<file path="src/rtl/i2c_start_pkg.sv">
`timescale 1ns/1ps
package i2c_start_pkg;

  typedef enum logic [2:0] {
    ST_IDLE,
    ST_DEFER,
    ST_WAIT,
    ST_DRIVE,
    ST_HOLD,
    ST_LOW
  } startState_e;

  // strobes from the control FSM to the datapath
  typedef struct packed {
    logic toRun;
    logic holdRun;
    logic reqClr;
    logic xferSet;
  } ctlStrobe_t;

  // status returned by the datapath
  typedef struct packed {
    logic startDet;
    logic busBusy;
    logic sclHigh;
    logic toExpire;
    logic holdDone;
    logic startReq;
    logic xferBusy;
  } dpStatus_t;

endpackage

</file>
<file path="src/rtl/i2c_line_sync.sv">
`timescale 1ns/1ps
module i2c_line_sync #(
  parameter int STAGES = 2
) (
  input  logic clk,
  input  logic rstN,
  input  logic lineIn,
  output logic lineCur,
  output logic linePrev
);
  logic [STAGES:0] pipe;

  always_ff @(posedge clk or negedge rstN) begin
    if (!rstN) pipe <= '1;
    else       pipe <= {pipe[STAGES-1:0], lineIn};
  end

  assign lineCur  = pipe[STAGES-1];
  assign linePrev = pipe[STAGES];
endmodule

</file>
<file path="src/rtl/i2c_start_dp.sv">
`timescale 1ns/1ps
module i2c_start_dp
  import i2c_start_pkg::*;
#(
  parameter int TO_BASE     = 10,
  parameter int HOLD_CYC    = 4,
  parameter int SYNC_STAGES = 2
) (
  input  logic       clk,
  input  logic       rstN,
  input  logic       ctrlEn,
  input  logic       startWr,
  input  logic [1:0] toMode,
  input  logic       clrStart,
  input  logic       clrTimeout,
  input  logic       sdaIn,
  input  logic       sclIn,
  input  ctlStrobe_t strb,
  output dpStatus_t  stat,
  output logic       busInUse,
  output logic       startFlag,
  output logic       timeoutFlag
);
  localparam int CNT_W  = TO_BASE + 4;
  localparam int HOLD_W = $clog2(HOLD_CYC + 1);
  localparam logic [CNT_W-1:0] LIM1 = CNT_W'((1 << TO_BASE) - 1);
  localparam logic [CNT_W-1:0] LIM2 = CNT_W'((1 << (TO_BASE + 2)) - 1);
  localparam logic [CNT_W-1:0] LIM3 = CNT_W'((1 << (TO_BASE + 4)) - 1);

  logic [1:0] rawLines, curLines, prevLines;
  assign rawLines = {sclIn, sdaIn};

  for (genvar g = 0; g < 2; g++) begin : g_sync
    i2c_line_sync #(.STAGES(SYNC_STAGES)) u_sync (
      .clk     (clk),
      .rstN    (rstN),
      .lineIn  (rawLines[g]),
      .lineCur (curLines[g]),
      .linePrev(prevLines[g])
    );
  end

  logic sdaCur, sdaPrev, sclCur, sclPrev;
  assign sdaCur  = curLines[0];
  assign sdaPrev = prevLines[0];
  assign sclCur  = curLines[1];
  assign sclPrev = prevLines[1];

  logic startDet, stopDet, sclStableHigh;
  assign sclStableHigh = sclCur & sclPrev;
  assign startDet = sclStableHigh & sdaPrev & ~sdaCur;
  assign stopDet  = sclStableHigh & ~sdaPrev & sdaCur;

  // timeout counter
  logic [CNT_W-1:0] toCnt, limitM1;
  logic toExpire;
  always_comb begin
    unique case (toMode)
      2'd1:    limitM1 = LIM1;
      2'd2:    limitM1 = LIM2;
      default: limitM1 = LIM3;
    endcase
  end
  assign toExpire = strb.toRun && (toMode != 2'd0) && (toCnt >= limitM1);

  always_ff @(posedge clk or negedge rstN) begin
    if (!rstN) toCnt <= '0;
    else if (strb.toRun && (toMode != 2'd0) && !toExpire) toCnt <= toCnt + 1'b1;
    else toCnt <= '0;
  end

  // hold counter for SDA-low time after the START
  logic [HOLD_W-1:0] holdCnt;
  logic holdDone;
  assign holdDone = strb.holdRun && (holdCnt == HOLD_W'(HOLD_CYC - 1));

  always_ff @(posedge clk or negedge rstN) begin
    if (!rstN)             holdCnt <= '0;
    else if (strb.holdRun) holdCnt <= holdCnt + 1'b1;
    else                   holdCnt <= '0;
  end

  // bus ownership, request and transfer state
  logic startReqQ, xferBusyQ;
  always_ff @(posedge clk or negedge rstN) begin
    if (!rstN) begin
      busInUse  <= 1'b0;
      startReqQ <= 1'b0;
      xferBusyQ <= 1'b0;
    end else if (!ctrlEn) begin
      busInUse  <= 1'b0;
      startReqQ <= 1'b0;
      xferBusyQ <= 1'b0;
    end else begin
      if (startDet)     busInUse <= 1'b1;
      else if (stopDet) busInUse <= 1'b0;

      if (strb.reqClr || toExpire) startReqQ <= 1'b0;
      else if (startWr)            startReqQ <= 1'b1;

      if (strb.xferSet)              xferBusyQ <= 1'b1;
      else if (toExpire || stopDet)  xferBusyQ <= 1'b0;
    end
  end

  // sticky flags, set wins over clear
  always_ff @(posedge clk or negedge rstN) begin
    if (!rstN) begin
      startFlag   <= 1'b0;
      timeoutFlag <= 1'b0;
    end else begin
      if (startDet)      startFlag <= 1'b1;
      else if (clrStart) startFlag <= 1'b0;
      if (toExpire)        timeoutFlag <= 1'b1;
      else if (clrTimeout) timeoutFlag <= 1'b0;
    end
  end

  assign stat.startDet = startDet;
  assign stat.busBusy  = busInUse | ~sclCur;
  assign stat.sclHigh  = sclCur;
  assign stat.toExpire = toExpire;
  assign stat.holdDone = holdDone;
  assign stat.startReq = startReqQ;
  assign stat.xferBusy = xferBusyQ;
endmodule

</file>
<file path="src/rtl/i2c_start_ctl.sv">
`timescale 1ns/1ps
module i2c_start_ctl
  import i2c_start_pkg::*;
#(
  parameter int BITPOS_W = 4
) (
  input  logic                clk,
  input  logic                rstN,
  input  logic                ctrlEn,
  input  logic [BITPOS_W-1:0] bitPos,
  input  dpStatus_t           stat,
  output ctlStrobe_t          strb,
  output logic                drvSda,
  output logic                drvScl
);
  startState_e state, stateNxt;
  logic byteMid, busFree;

  assign byteMid = (bitPos != '0);
  // a repeated START is allowed on a bus this master already owns
  assign busFree = !stat.busBusy || (stat.xferBusy && stat.sclHigh);

  always_comb begin
    stateNxt = state;
    unique case (state)
      ST_IDLE:  if (stat.startReq) stateNxt = byteMid ? ST_DEFER : ST_WAIT;
      ST_DEFER: if (!byteMid) stateNxt = ST_WAIT;
      ST_WAIT: begin
        if (stat.toExpire) stateNxt = ST_IDLE;
        else if (busFree)  stateNxt = ST_DRIVE;
      end
      ST_DRIVE: begin
        if (stat.toExpire)      stateNxt = ST_IDLE;
        else if (stat.startDet) stateNxt = ST_HOLD;
      end
      ST_HOLD:  if (stat.holdDone) stateNxt = ST_LOW;
      ST_LOW:   stateNxt = ST_IDLE;
      default:  stateNxt = ST_IDLE;
    endcase
    if (!ctrlEn) stateNxt = ST_IDLE;
  end

  always_ff @(posedge clk or negedge rstN) begin
    if (!rstN) state <= ST_IDLE;
    else       state <= stateNxt;
  end

  assign strb.toRun   = (state == ST_WAIT) || (state == ST_DRIVE);
  assign strb.holdRun = (state == ST_HOLD);
  assign strb.reqClr  = (state == ST_DRIVE) && stat.startDet;
  assign strb.xferSet = (state == ST_LOW);
  assign drvSda = (state == ST_DRIVE) || (state == ST_HOLD) || (state == ST_LOW);
  assign drvScl = (state == ST_LOW);
endmodule

</file>
<file path="src/rtl/i2c_start_arb.sv">
`timescale 1ns/1ps
module i2c_start_arb
  import i2c_start_pkg::*;
#(
  parameter int TO_BASE     = 10,
  parameter int HOLD_CYC    = 4,
  parameter int BITPOS_W    = 4,
  parameter int SYNC_STAGES = 2
) (
  input  logic                clk,
  input  logic                rstN,
  input  logic                ctrlEn,
  input  logic [1:0]          toMode,
  input  logic                startWr,
  input  logic                ieStart,
  input  logic                ieTimeout,
  input  logic                clrStart,
  input  logic                clrTimeout,
  input  logic [BITPOS_W-1:0] bitPos,
  input  logic                sdaIn,
  input  logic                sclIn,
  output logic                sdaDrvLow,
  output logic                sclDrvLow,
  output logic                startReq,
  output logic                busInUse,
  output logic                xferBusy,
  output logic                startFlag,
  output logic                timeoutFlag,
  output logic                irq
);
  ctlStrobe_t strb;
  dpStatus_t  stat;

  i2c_start_ctl #(.BITPOS_W(BITPOS_W)) u_ctl (
    .clk   (clk),
    .rstN  (rstN),
    .ctrlEn(ctrlEn),
    .bitPos(bitPos),
    .stat  (stat),
    .strb  (strb),
    .drvSda(sdaDrvLow),
    .drvScl(sclDrvLow)
  );

  i2c_start_dp #(
    .TO_BASE    (TO_BASE),
    .HOLD_CYC   (HOLD_CYC),
    .SYNC_STAGES(SYNC_STAGES)
  ) u_dp (
    .clk        (clk),
    .rstN       (rstN),
    .ctrlEn     (ctrlEn),
    .startWr    (startWr),
    .toMode     (toMode),
    .clrStart   (clrStart),
    .clrTimeout (clrTimeout),
    .sdaIn      (sdaIn),
    .sclIn      (sclIn),
    .strb       (strb),
    .stat       (stat),
    .busInUse   (busInUse),
    .startFlag  (startFlag),
    .timeoutFlag(timeoutFlag)
  );

  assign startReq = stat.startReq;
  assign xferBusy = stat.xferBusy;
  assign irq = (startFlag & ieStart) | (timeoutFlag & ieTimeout);
endmodule

</file>
<file path="config.mk">
export PLATFORM = sky130hd
export DESIGN_NAME = i2c_start_arb
export DESIGN_NICKNAME = d
export VERILOG_FILES = /design/src/rtl/i2c_start_pkg.sv /design/src/rtl/i2c_line_sync.sv /design/src/rtl/i2c_start_dp.sv /design/src/rtl/i2c_start_ctl.sv /design/src/rtl/i2c_start_arb.sv
export SDC_FILE = /design/constraint.sdc
export NUM_CORES = 1
export LEC_CHECK = 0
export CORE_AREA = 4 4 69 71
export DETAILED_ROUTE_END_ITERATION = 12
export DIE_AREA = 0 0 73 75
export GPL_TIMING_DRIVEN = 0
export PLACE_DENSITY = 0.67
export SLEW_MARGIN = 20
export SYNTH_ARGS = -nofsm -noshare
export SYNTH_HDL_FRONTEND = slang
export SYNTH_SLANG_ARGS = --single-unit
</file>
<file path="constraint.sdc">
create_clock -name clk -period 1.8 [get_ports clk]
set_input_delay 0.45 -clock clk [delete_from_list [all_inputs] [get_ports clk]]
set_output_delay 0.45 -clock clk [all_outputs]
set_load 0.005 [all_outputs]
</file>
==> results by group, run 1 <==
Outcome
  – Outcome: finished clean

CTS
  – Worst skew pair latency: 290 ps
  – Clock Pin Slew Worst Setup and Hold Paths: 70 ps
  – # clock sinks: 31
  – Clk root buf: clkbuf_8
  – CTS H-Tree Depth: 2
  – TritonCTS clock tree: yes
  – CTS Buf Count: 5
  – Clock Path Buffers: 2

Global route
  – Number of global-route vias before repair: between 1000 and 1500
  – Gr ovfl total: 0
  – Initial antenna violation count: 0
  – Largest net degree at the start of global routing: 32
  – First-pass GRT wire length: roughly 5400 µm
  – Total GRT Usage: a little over an eighth

Yosys
  – Yosys reg bits: 31
  – Synth area leaders: dfrtp_1 39%, dfstp_2 9.8%, ha_1 6.2%
  – Top_reg_cell synth: dfrtp_1
  – Xor/xnor share of the synthesized area: roughly 6.5%
  – Area share of and/or/nand/nor cells after synthesis: between 20 and 25%
  – Post-Synthesis Cells: 160
  – Register area share after synthesis: between 40% and 50%
  – Synth Area in Compound Gates: between 10% and 20%
  – Syn Nets: 184
  – Ys async rst share: 100%
  – Main combinational cell family by area after synthesis: simple AND/OR/NAND/NOR gates
  – Avg Inst Size Synth: 10.0 µm²
  – Yosys cell types: 39
  – Multiplexer share of the synthesized area: less than 1%
  – Adder-cell area share of the yosys netlist: 6.23%
  – Syn Std Cell Area: 1610 µm²
  – Post-synth top area cell: dfrtp_1
  – Yosys warnings: 0
  – Area share of the largest cell type after synthesis: between 30 and 40%
  – EDFF count, synth: 0
  – Top cells by count, synth: 25 x dfrtp_1, 24 x nor2_1, 12 x inv_1, 12 x nand3_1, 10 x nand2_1
  – Most numerous cell in the Yosys netlist: dfrtp_1

Routing
  – M1 wire length: around 1400 µm
  – Met3 WL: approximately 150 µm
  – Wire per inst: between 10 and 15 µm
  – Met2 WL: around 1600 µm
  – DRC: 0
  – First-pass DRT Iterations: 4
  – Routed WL: between 3000 and 4000 µm
  – Initial DRC Count: 84
  – Via count: ~1300
  – Vias/cell: about 5
  – Post-route ant nets: 0
  – Top routing layer in use: met4

Setup path
  – CP arrival: 1300 ps
  – Max FO, Critical Path: 1
  – Crit start category: primary input
  – WP data required: ~1400 ps
  – Crit end category: output port
  – Crit Path Class: in -> out

Timing
  – Max_slew headroom: a little under three fifths
  – Setup-failing EPs final: 0
  – RSZ-0062 raised after global routing: yes
  – Skew final: about 3.5 ps
  – Tmin final: 1750 ps
  – Setup_tns: 0 ps
  – Final hold viol count: 0
  – Max Freq: roughly 0.57 GHz
  – Max-slew violations: 0
  – PnR worst setup slack: ~49 ps
  – Worst-Margin Slew: between 600 and 700 ps
  – Final Cycle Share: 97.3%

Placement
  – Place WS: -705 ps
  – IO Port Bufs: 23
  – Post-detailed-placement half-perimeter wirelength: about 2200 µm
  – Cells after DPL: between 200 and 250
  – GP Congestion: 0.771
  – Placed Area: just under 2000 µm²

Die
  – Area of the core: approximately 4200 µm²
  – Starting Density: between 30% and 40%
  – Die Wd: roughly 73 µm
  – Die area: 5480 µm²
  – Die height: about 75 µm
  – Io pins: 24
  – Num rows: 24

Layout
  – Post-route cell area: ~2200 µm²
  – Area Overhead vs Synth: 36.8%
  – Final non-filler cell total: 253
  – Number of nets in the layout: between 200 and 250
  – Layout cell share with drive strength beyond 1: ~26%
  – Diodes inserted: 0

Run
  – Max-cap violations: 0

Power
  – VDD IR max: between 500 and 600 µV
  – P_leak: approximately 0.91 nW
  – Power density cells: 743 nW/µm²

Worst hold path
  – Hold/Removal Path Class: in -> async
[metal layers]
layer / global-route usage (%) / up-vias
met5: 0 / -
met4: 4.71 / 0
met3: 5.61 / 4
met2: 20.5 / 17
met1: 16.1 / 599
li1: - / 630
[registers in the layout, indices dropped and copies added (netlist names), 3 cells and up]
| register | count |
|---|---|
| u_dp.g_sync.u_sync.pipe | 6 |
| u_ctl.state | 3 |
| u_dp.holdCnt | 3 |
| u_dp.toCnt | 14 |
[power by group]
part	total (W)	internal, W	switching [W]
logic	0.000188	0.000101	0.0000872
registers	0.000732	0.000718	0.0000137
clock network	0.000713	0.000447	0.000266
total	0.00163	0.00127	0.000367
[cells in the final DEF (no fill, tap or decap), drive strengths merged, types with 2 or more instances in the layout]
master,count
ha,8
o21ai,6
xor2,6
inv,12
nor3,3
clkbuf,8
nand3,14
o2bb2ai,2
dfrtp,25
a21oi,7
o22ai,4
dlygate4sd2,2
buf,17
nor2,24
nor4,3
nand4,2
and3,2
nand2,10
clkdlybuf4s50,17
and2,2
dfstp,6
xnor2,6
[cell families (layout without fill, tap and decap cells)]
group	count (synthesis)	in the layout
multiplexers	1	1
buffers and inverters	17	58
AND/OR/NAND/NOR	64	64
flip-flops	31	31
AO/OA/AOI/OAI	27	27
XOR/XNOR	12	12
adder cells (fa/ha/maj)	8	8
[critical path: stages]
cell	delay [ps]
clkdlybuf4s50_1	390
a22o_1	200
dlygate4sd2_1	260
[area by class of cell]
type                       instances  area, µm²
clock buffer                       6       82.6
inverter                          12       52.6
sequential                        31        783
buffer                             5       55.1
tap                               52       65.1
fill                             401       2040
clock inverter                     2       35.0
multi-input combinational        112        825
timing repair buffer              33        299
[what timing repair did]
action | in CTS | in global routing
setup endpoints to repair | 23 | 19
setup buffers | 5 | 5
gates cloned | 0 | 0
pin swaps | 9 | 10
hold buffers | 0 | 0
gates resized for setup | 24 | 12
[path summary, 6_finish.rpt]
| check | slack (ps) | startpoint | endpoint | depth (start not counted) |
|---|---|---|---|---|
| max | 50 | ieStart | irq | 3 |
| min | 200 | rstN | u_dp.startFlag$_DFFE_PN0P_ | 1 |
| max reg2reg | 140 | u_dp.toCnt[1]$_DFF_PN0_ | u_ctl.state[0]$_DFFE_PN0P_ | 6 |
| min reg2reg | 360 | u_dp.g_sync[1].u_sync.pipe[0]$_DFF_PN1_ | u_dp.g_sync[1].u_sync.pipe[1]$_DFF_PN1_ | 0 |
| max in group asynchronous | 1170 | rstN | u_dp.toCnt[1]$_DFF_PN0_ | 1 |
| min in group clk | 360 | u_dp.g_sync[1].u_sync.pipe[0]$_DFF_PN1_ | u_dp.g_sync[1].u_sync.pipe[1]$_DFF_PN1_ | 0 |
[stage by stage]
step / utilization [%] / total power, W / hold slack [ps]
floorplan: - / 0.000818 / 154
global placement: 45.7 / 0.000893 / 346
detailed placement: 45.6 / 0.000897 / 348
CTS: 50.4 / 0.00164 / 211
global route: 51.9 / 0.00171 / 240
finish: 51.9 / 0.00163 / 197
No activity file was read; power rests on OpenSTA's default activity.
==> run 2, diff against run 1 <==
==> constraint.sdc (replaced) <==
create_clock -name clk -period 1.7 [get_ports clk]
set_input_delay 0.425 -clock clk [delete_from_list [all_inputs] [get_ports clk]]
set_output_delay 0.425 -clock clk [all_outputs]
set_load 0.005 [all_outputs]
==> results by group, run 2 (synthesis gave the netlist of run 1 again) <==
Outcome
  – Outcome: finished clean

Timing
  – Setup-failing EPs final: 0
  – Max-slew violations: 0
  – Max Freq: a little under 0.6 GHz
  – Max_slew headroom: 54.0%
  – PnR worst setup slack: 18.1 ps
  – Final Cycle Share: approximately 100%
  – Final hold viol count: 0
  – Tmin final: about 1700 ps
  – RSZ-0062 raised after global routing: yes
  – Worst-Margin Slew: about 690 ps
  – Skew final: between 4 and 5 ps

Setup path
  – R2r startpoint: u_dp.g_sync[1].u_sync.pipe[1]$_DFF_PN1_
  – Depth of the worst register-to-register path: 5
  – Crit end category: register
  – WP data required: around 1900 ps
  – CP arrival: roughly 1900 ps
  – Max FO, Critical Path: 5
  – RR Endpoint: u_ctl.state[0]$_DFFE_PN0P_
  – Crit start category: primary input
  – FF-to-FF setup slack: ~60 ps
  – Crit Path Class: in -> reg

Routing
  – Post-route ant nets: 0
  – Initial DRC Count: 30
  – Routed WL: about 3400 µm
  – First-pass DRT Iterations: 4
  – Vias/cell: slightly above 5
  – DRC: 0
  – Via count: approximately 1300
  – Wire per inst: 13.4 µm

Global route
  – Largest net degree at the start of global routing: 32
  – Gr ovfl total: 0
  – Total GRT Usage: between 10% and 20%
  – Initial antenna violation count: 0
  – Number of global-route vias before repair: 1234
  – First-pass GRT wire length: between 5000 and 6000 µm

Die
  – Io pins: 24
  – Die Wd: approximately 73 µm
  – Starting Density: between 30% and 40%
  – Num rows: 24
  – Die height: roughly 75 µm
  – Die area: 5480 µm²
  – Area of the core: around 4200 µm²

CTS
  – # clock sinks: 31
  – Clk root buf: clkbuf_8
  – Clock Pin Slew Worst Setup and Hold Paths: roughly 70 ps
  – CTS Buf Count: 5
  – CTS H-Tree Depth: 2
  – Clock Path Buffers: 2
  – Worst skew pair latency: 280 ps
  – TritonCTS clock tree: yes

Placement
  – GP Congestion: ~0.77
  – Place WS: -846 ps
  – IO Port Bufs: 23
  – Post-detailed-placement half-perimeter wirelength: 2300 µm

Layout
  – Utilization after layout: between 50 and 60%
  – Number of nets in the layout: roughly 220
  – Layout cell share with drive strength beyond 1: 32.3%
  – Top reg by flops: u_dp.toCnt
  – Commonest non-fill, non-tap cell in the layout: dfrtp_1
  – Diodes inserted: 0
  – Area Overhead vs Synth: 42.4%
  – Max reg flops: 14
  – Most frequent cells in the layout: 25 x dfrtp_1, 17 x clkdlybuf4s50_1, 15 x nor2_1
  – Biggest regs: u_dp.toCnt: 14 flops, u_dp.g_sync.u_sync.pipe: 6 flops

Power
  – Clk pwr share: between 40 and 50%
  – P_leak: slightly above 0.9 nW
  – Flop pwr share: 44.5%
  – Power density cells: between 700 and 800 nW/µm²
  – Psw: ~0.00039 W
  – Internal: about 0.0014 W
  – VDD IR max: between 400 and 500 µV
  – Logic pwr share: approximately an eighth
  – Switch share: 22.3%

Worst hold path
  – Hold/Removal Path Class: in -> async

Run
  – Max-cap violations: 0
[run 2: worst max-delay path, stage by stage]
cell and delay [ps]:
buf_8 90, inv_12 30, ha_4 280, ha_4 220
a21oi_4 140, o21ai_4 90, a41oi_2 170, nand3_2 160
buf_4 190, nor2_1 90
[run 2: routing by layer]
layer | GRT usage (%) | wire length, µm
met1 | 14.5 | 1410
met2 | 22.4 | 1750
met3 | 4.94 | 178
met4 | 4.92 | 46
met5 | 0 | 0
[run 2: what timing repair did]
action	CTS	global route
endpoints found under the setup margin	23	22
pin swaps	9	11
hold buffers	0	0
gates cloned	0	1
gates resized for setup	33	19
buffers inserted	7	2
[run 2: worst max-delay path by stage]
stage	startpoint	endpoint	slack, ps	cells past startpoint
floorplan	toMode[1]	u_dp.toCnt[0]$_DFF_PN0_	-60	9
global placement	toMode[1]	u_dp.toCnt[0]$_DFF_PN0_	-800	10
detailed placement	toMode[1]	u_dp.toCnt[0]$_DFF_PN0_	-850	10
CTS	toMode[1]	u_dp.xferBusyQ$_DFFE_PN0P_	0.7	9
global route	toMode[1]	u_dp.toCnt[12]$_DFF_PN0_	-50	10
finish	toMode[1]	u_dp.toCnt[12]$_DFF_PN0_	20	10
[run 2: per-stage QoR]
stage               total power, W  hold slack [ps]  cells  cell area [µm²]  TNS [ps]
detailed placement        0.000969              349    235             1990    -16200
global placement          0.000964              346    235             2000    -24420
global route               0.00183              234    253             2290      -504
CTS                        0.00175              203    250             2210         0
floorplan                 0.000885              129    160             1700      -555
finish                     0.00174              187    253             2290         0
[run 2: area by class of cell]
class / count / area (µm²)
Clock inverter: 2 / 35.0
Buffer: 5 / 55.1
Sequential cell: 31 / 783
Timing Repair Buffer: 33 / 305
Multi-Input combinational cell: 112 / 900
Inverter: 12 / 62.6
Clock buffer: 6 / 82.6
Fill cell: 376 / 1950
Tap cell: 52 / 65.1
[run 2: power by group through the flow]
stage	Combinational [W]	Sequential (W)	Clock [W]
floorplan	0.000100	0.000784	0
global placement	0.000178	0.000787	0
detailed placement	0.000182	0.000788	0
CTS	0.000208	0.000773	0.000766
global route	0.000245	0.000774	0.000807
finish	0.000224	0.000773	0.000739
==> run 3, diff against run 2 <==
--- a/config.mk
+++ b/config.mk
@@ -5,9 +5,10 @@
 export SDC_FILE = /design/constraint.sdc
 export NUM_CORES = 1
 export LEC_CHECK = 0
-export CORE_AREA = 4 4 69 71
+export CAP_MARGIN = 20
+export CORE_AREA = 5 5 70 72
 export DETAILED_ROUTE_END_ITERATION = 12
-export DIE_AREA = 0 0 73 75
+export DIE_AREA = 0 0 75 77
 export GPL_TIMING_DRIVEN = 0
 export PLACE_DENSITY = 0.67
 export SLEW_MARGIN = 20
==> results by group, run 3 (synthesis gave the netlist of run 1 again) <==
Setup path
  – Depth of the worst register-to-register path: 6
  – Max FO, Critical Path: 8
  – WP data required: 1910 ps
  – Crit Path Class: in -> reg
  – CP startpoint: toMode[1]
  – FF-to-FF setup slack: approximately 60 ps
  – Worst setup path endpoint: u_ctl.state[0]$_DFFE_PN0P_
  – RR Endpoint: u_ctl.state[0]$_DFFE_PN0P_
  – R2r startpoint: u_dp.toCnt[13]$_DFF_PN0_
  – Crit start category: primary input
  – Crit end category: register
  – CP arrival: 1910 ps

Power
  – Power density cells: 775 nW/µm²
  – P_leak: 0.900 nW
  – VDD IR max: 490 µV

CTS
  – Clock Pin Slew Worst Setup and Hold Paths: 70 ps
  – CTS Buf Count: 5
  – TritonCTS clock tree: yes
  – # clock sinks: 31
  – Clk root buf: clkbuf_8
  – Clock Path Buffers: 2
  – Worst skew pair latency: 280 ps
  – CTS H-Tree Depth: 2

Layout
  – Commonest non-fill, non-tap cell in the layout: dfrtp_1
  – Biggest regs: u_dp.toCnt: 14 flops, u_dp.g_sync.u_sync.pipe: 6 flops
  – Area Overhead vs Synth: 38.7%
  – Diodes inserted: 0
  – Area occupied by multi-input gates: ~860 µm²
  – Max reg flops: 14
  – FF+latch area: roughly 800 µm²
  – Top reg by flops: u_dp.toCnt
  – Most frequent cells in the layout: 25 x dfrtp_1, 23 x nor2_1, 17 x clkdlybuf4s50_1, 11 x nand3_1, 10 x nand2_1
  – Post-route cell area: 2230 µm²
  – Layout cell share with drive strength beyond 1: a little over a quarter
  – Filler Cell Count: 371
  – Number of nets in the layout: about 220

Die
  – Num rows: 24
  – Io pins: 24
  – Starting Density: a little under two fifths
  – Die area: approximately 5800 µm²
  – Die height: between 70 and 80 µm
  – Die Wd: about 75 µm
  – Area of the core: between 4000 and 5000 µm²

Timing
  – Tmin final: around 1700 ps
  – Worst-Margin Slew: around 700 ps
  – PnR worst setup slack: -1.01 ps
  – Max Freq: about 0.59 GHz
  – Skew final: around 6.0 ps
  – Final Cycle Share: 100%
  – Setup-failing EPs final: 1
  – Hold slack: approximately 190 ps
  – Max_slew headroom: a little over half
  – Final hold viol count: 0
  – RSZ-0062 raised after global routing: yes
  – Max-slew violations: 0

Global route
  – First-pass GRT wire length: ~5400 µm
  – Largest net degree at the start of global routing: 32
  – Gr ovfl total: 0
  – Initial antenna violation count: 0
  – Number of global-route vias before repair: between 1000 and 1500
  – Total GRT Usage: approximately an eighth

Placement
  – IO Port Bufs: 23
  – GP Congestion: 0.730
  – Placed Area: 1990 µm²
  – Post-detailed-placement half-perimeter wirelength: approximately 2400 µm

Routing
  – DRC: 0
  – Wire per inst: roughly 14 µm
  – Via count: between 1000 and 1500
  – Vias/cell: slightly above 5
  – Initial DRC Count: 56
  – First-pass DRT Iterations: 4
  – Routed WL: roughly 3400 µm
  – Post-route ant nets: 0

Outcome
  – Failing checks: negative setup slack
  – Outcome: complete, but fails checks

Worst hold path
  – Hold/Removal Path Class: in -> async

Run
  – Max-cap violations: 0
run 3: what timing repair did:
item / in CTS / in global routing
hold buffers: 0 / 0
setup endpoints to repair: 23 / 16
pin swaps: 9 / 6
gates resized for setup: 31 / 8
setup buffers: 4 / 5
run 3: critical path, stage by stage:
cell       delay (ps)
buf_8              90
inv_12             30
ha_4              280
ha_4              220
a21oi_4           140
o21ai_4            90
a32oi_4           310
a21oi_1           150
o2bb2ai_1         160
run 3: per-stage QoR:
stage	std cells	util [%]	setup WS [ps]	total power, W	TNS [ps]
after floorplan	160	-	-58.7	0.000885	-555
after global placement	235	47.2	-796	0.000964	-24490
after detailed placement	235	47.1	-833	0.000967	-16230
after CTS	247	51.2	-13.5	0.00174	-13.5
after global routing	252	52.6	-73.0	0.00181	-145
final	252	52.6	-1.01	0.00173	-1.01
run 3: worst min-delay path by stage:
stage / endpoint / cells past startpoint / slack, ps
floorplan: u_ctl.state[0]$_DFFE_PN0P_ / 0 / 130
global placement: u_dp.g_sync[0].u_sync.pipe[1]$_DFF_PN1_ / 0 / 350
detailed placement: u_dp.g_sync[0].u_sync.pipe[1]$_DFF_PN1_ / 0 / 350
CTS: u_ctl.state[0]$_DFFE_PN0P_ / 1 / 190
global route: u_ctl.state[0]$_DFFE_PN0P_ / 1 / 240
finish: u_dp.holdCnt[2]$_DFF_PN0_ / 1 / 190
run 3: metal layers:
layer	track usage, %	part of all wire (%)	vias to the layer above
li1	-	-	631
met1	13.8	40	612
met5	0	0	-
met2	20.1	51	28
met4	5.34	1.9	0
met3	5.10	7.1	7
run 3: cell type report:
type / instances / share of cell area [%]
inverter: 12 / 2.81
multi-input combinational: 112 / 38.5
clock buffer: 6 / 3.71
clock inverter: 2 / 1.57
tap: 52 / 2.92
buffer: 5 / 2.36
timing repair buffer: 32 / 13.0
sequential: 31 / 35.1
run 3: where the power goes:
| part | switching [W] | internal (W) |
|---|---|---|
| Clock | 0.000269 | 0.000474 |
| Sequential | 0.0000125 | 0.000761 |
| Combinational | 0.000104 | 0.000108 |
| Total | 0.000385 | 0.00134 |
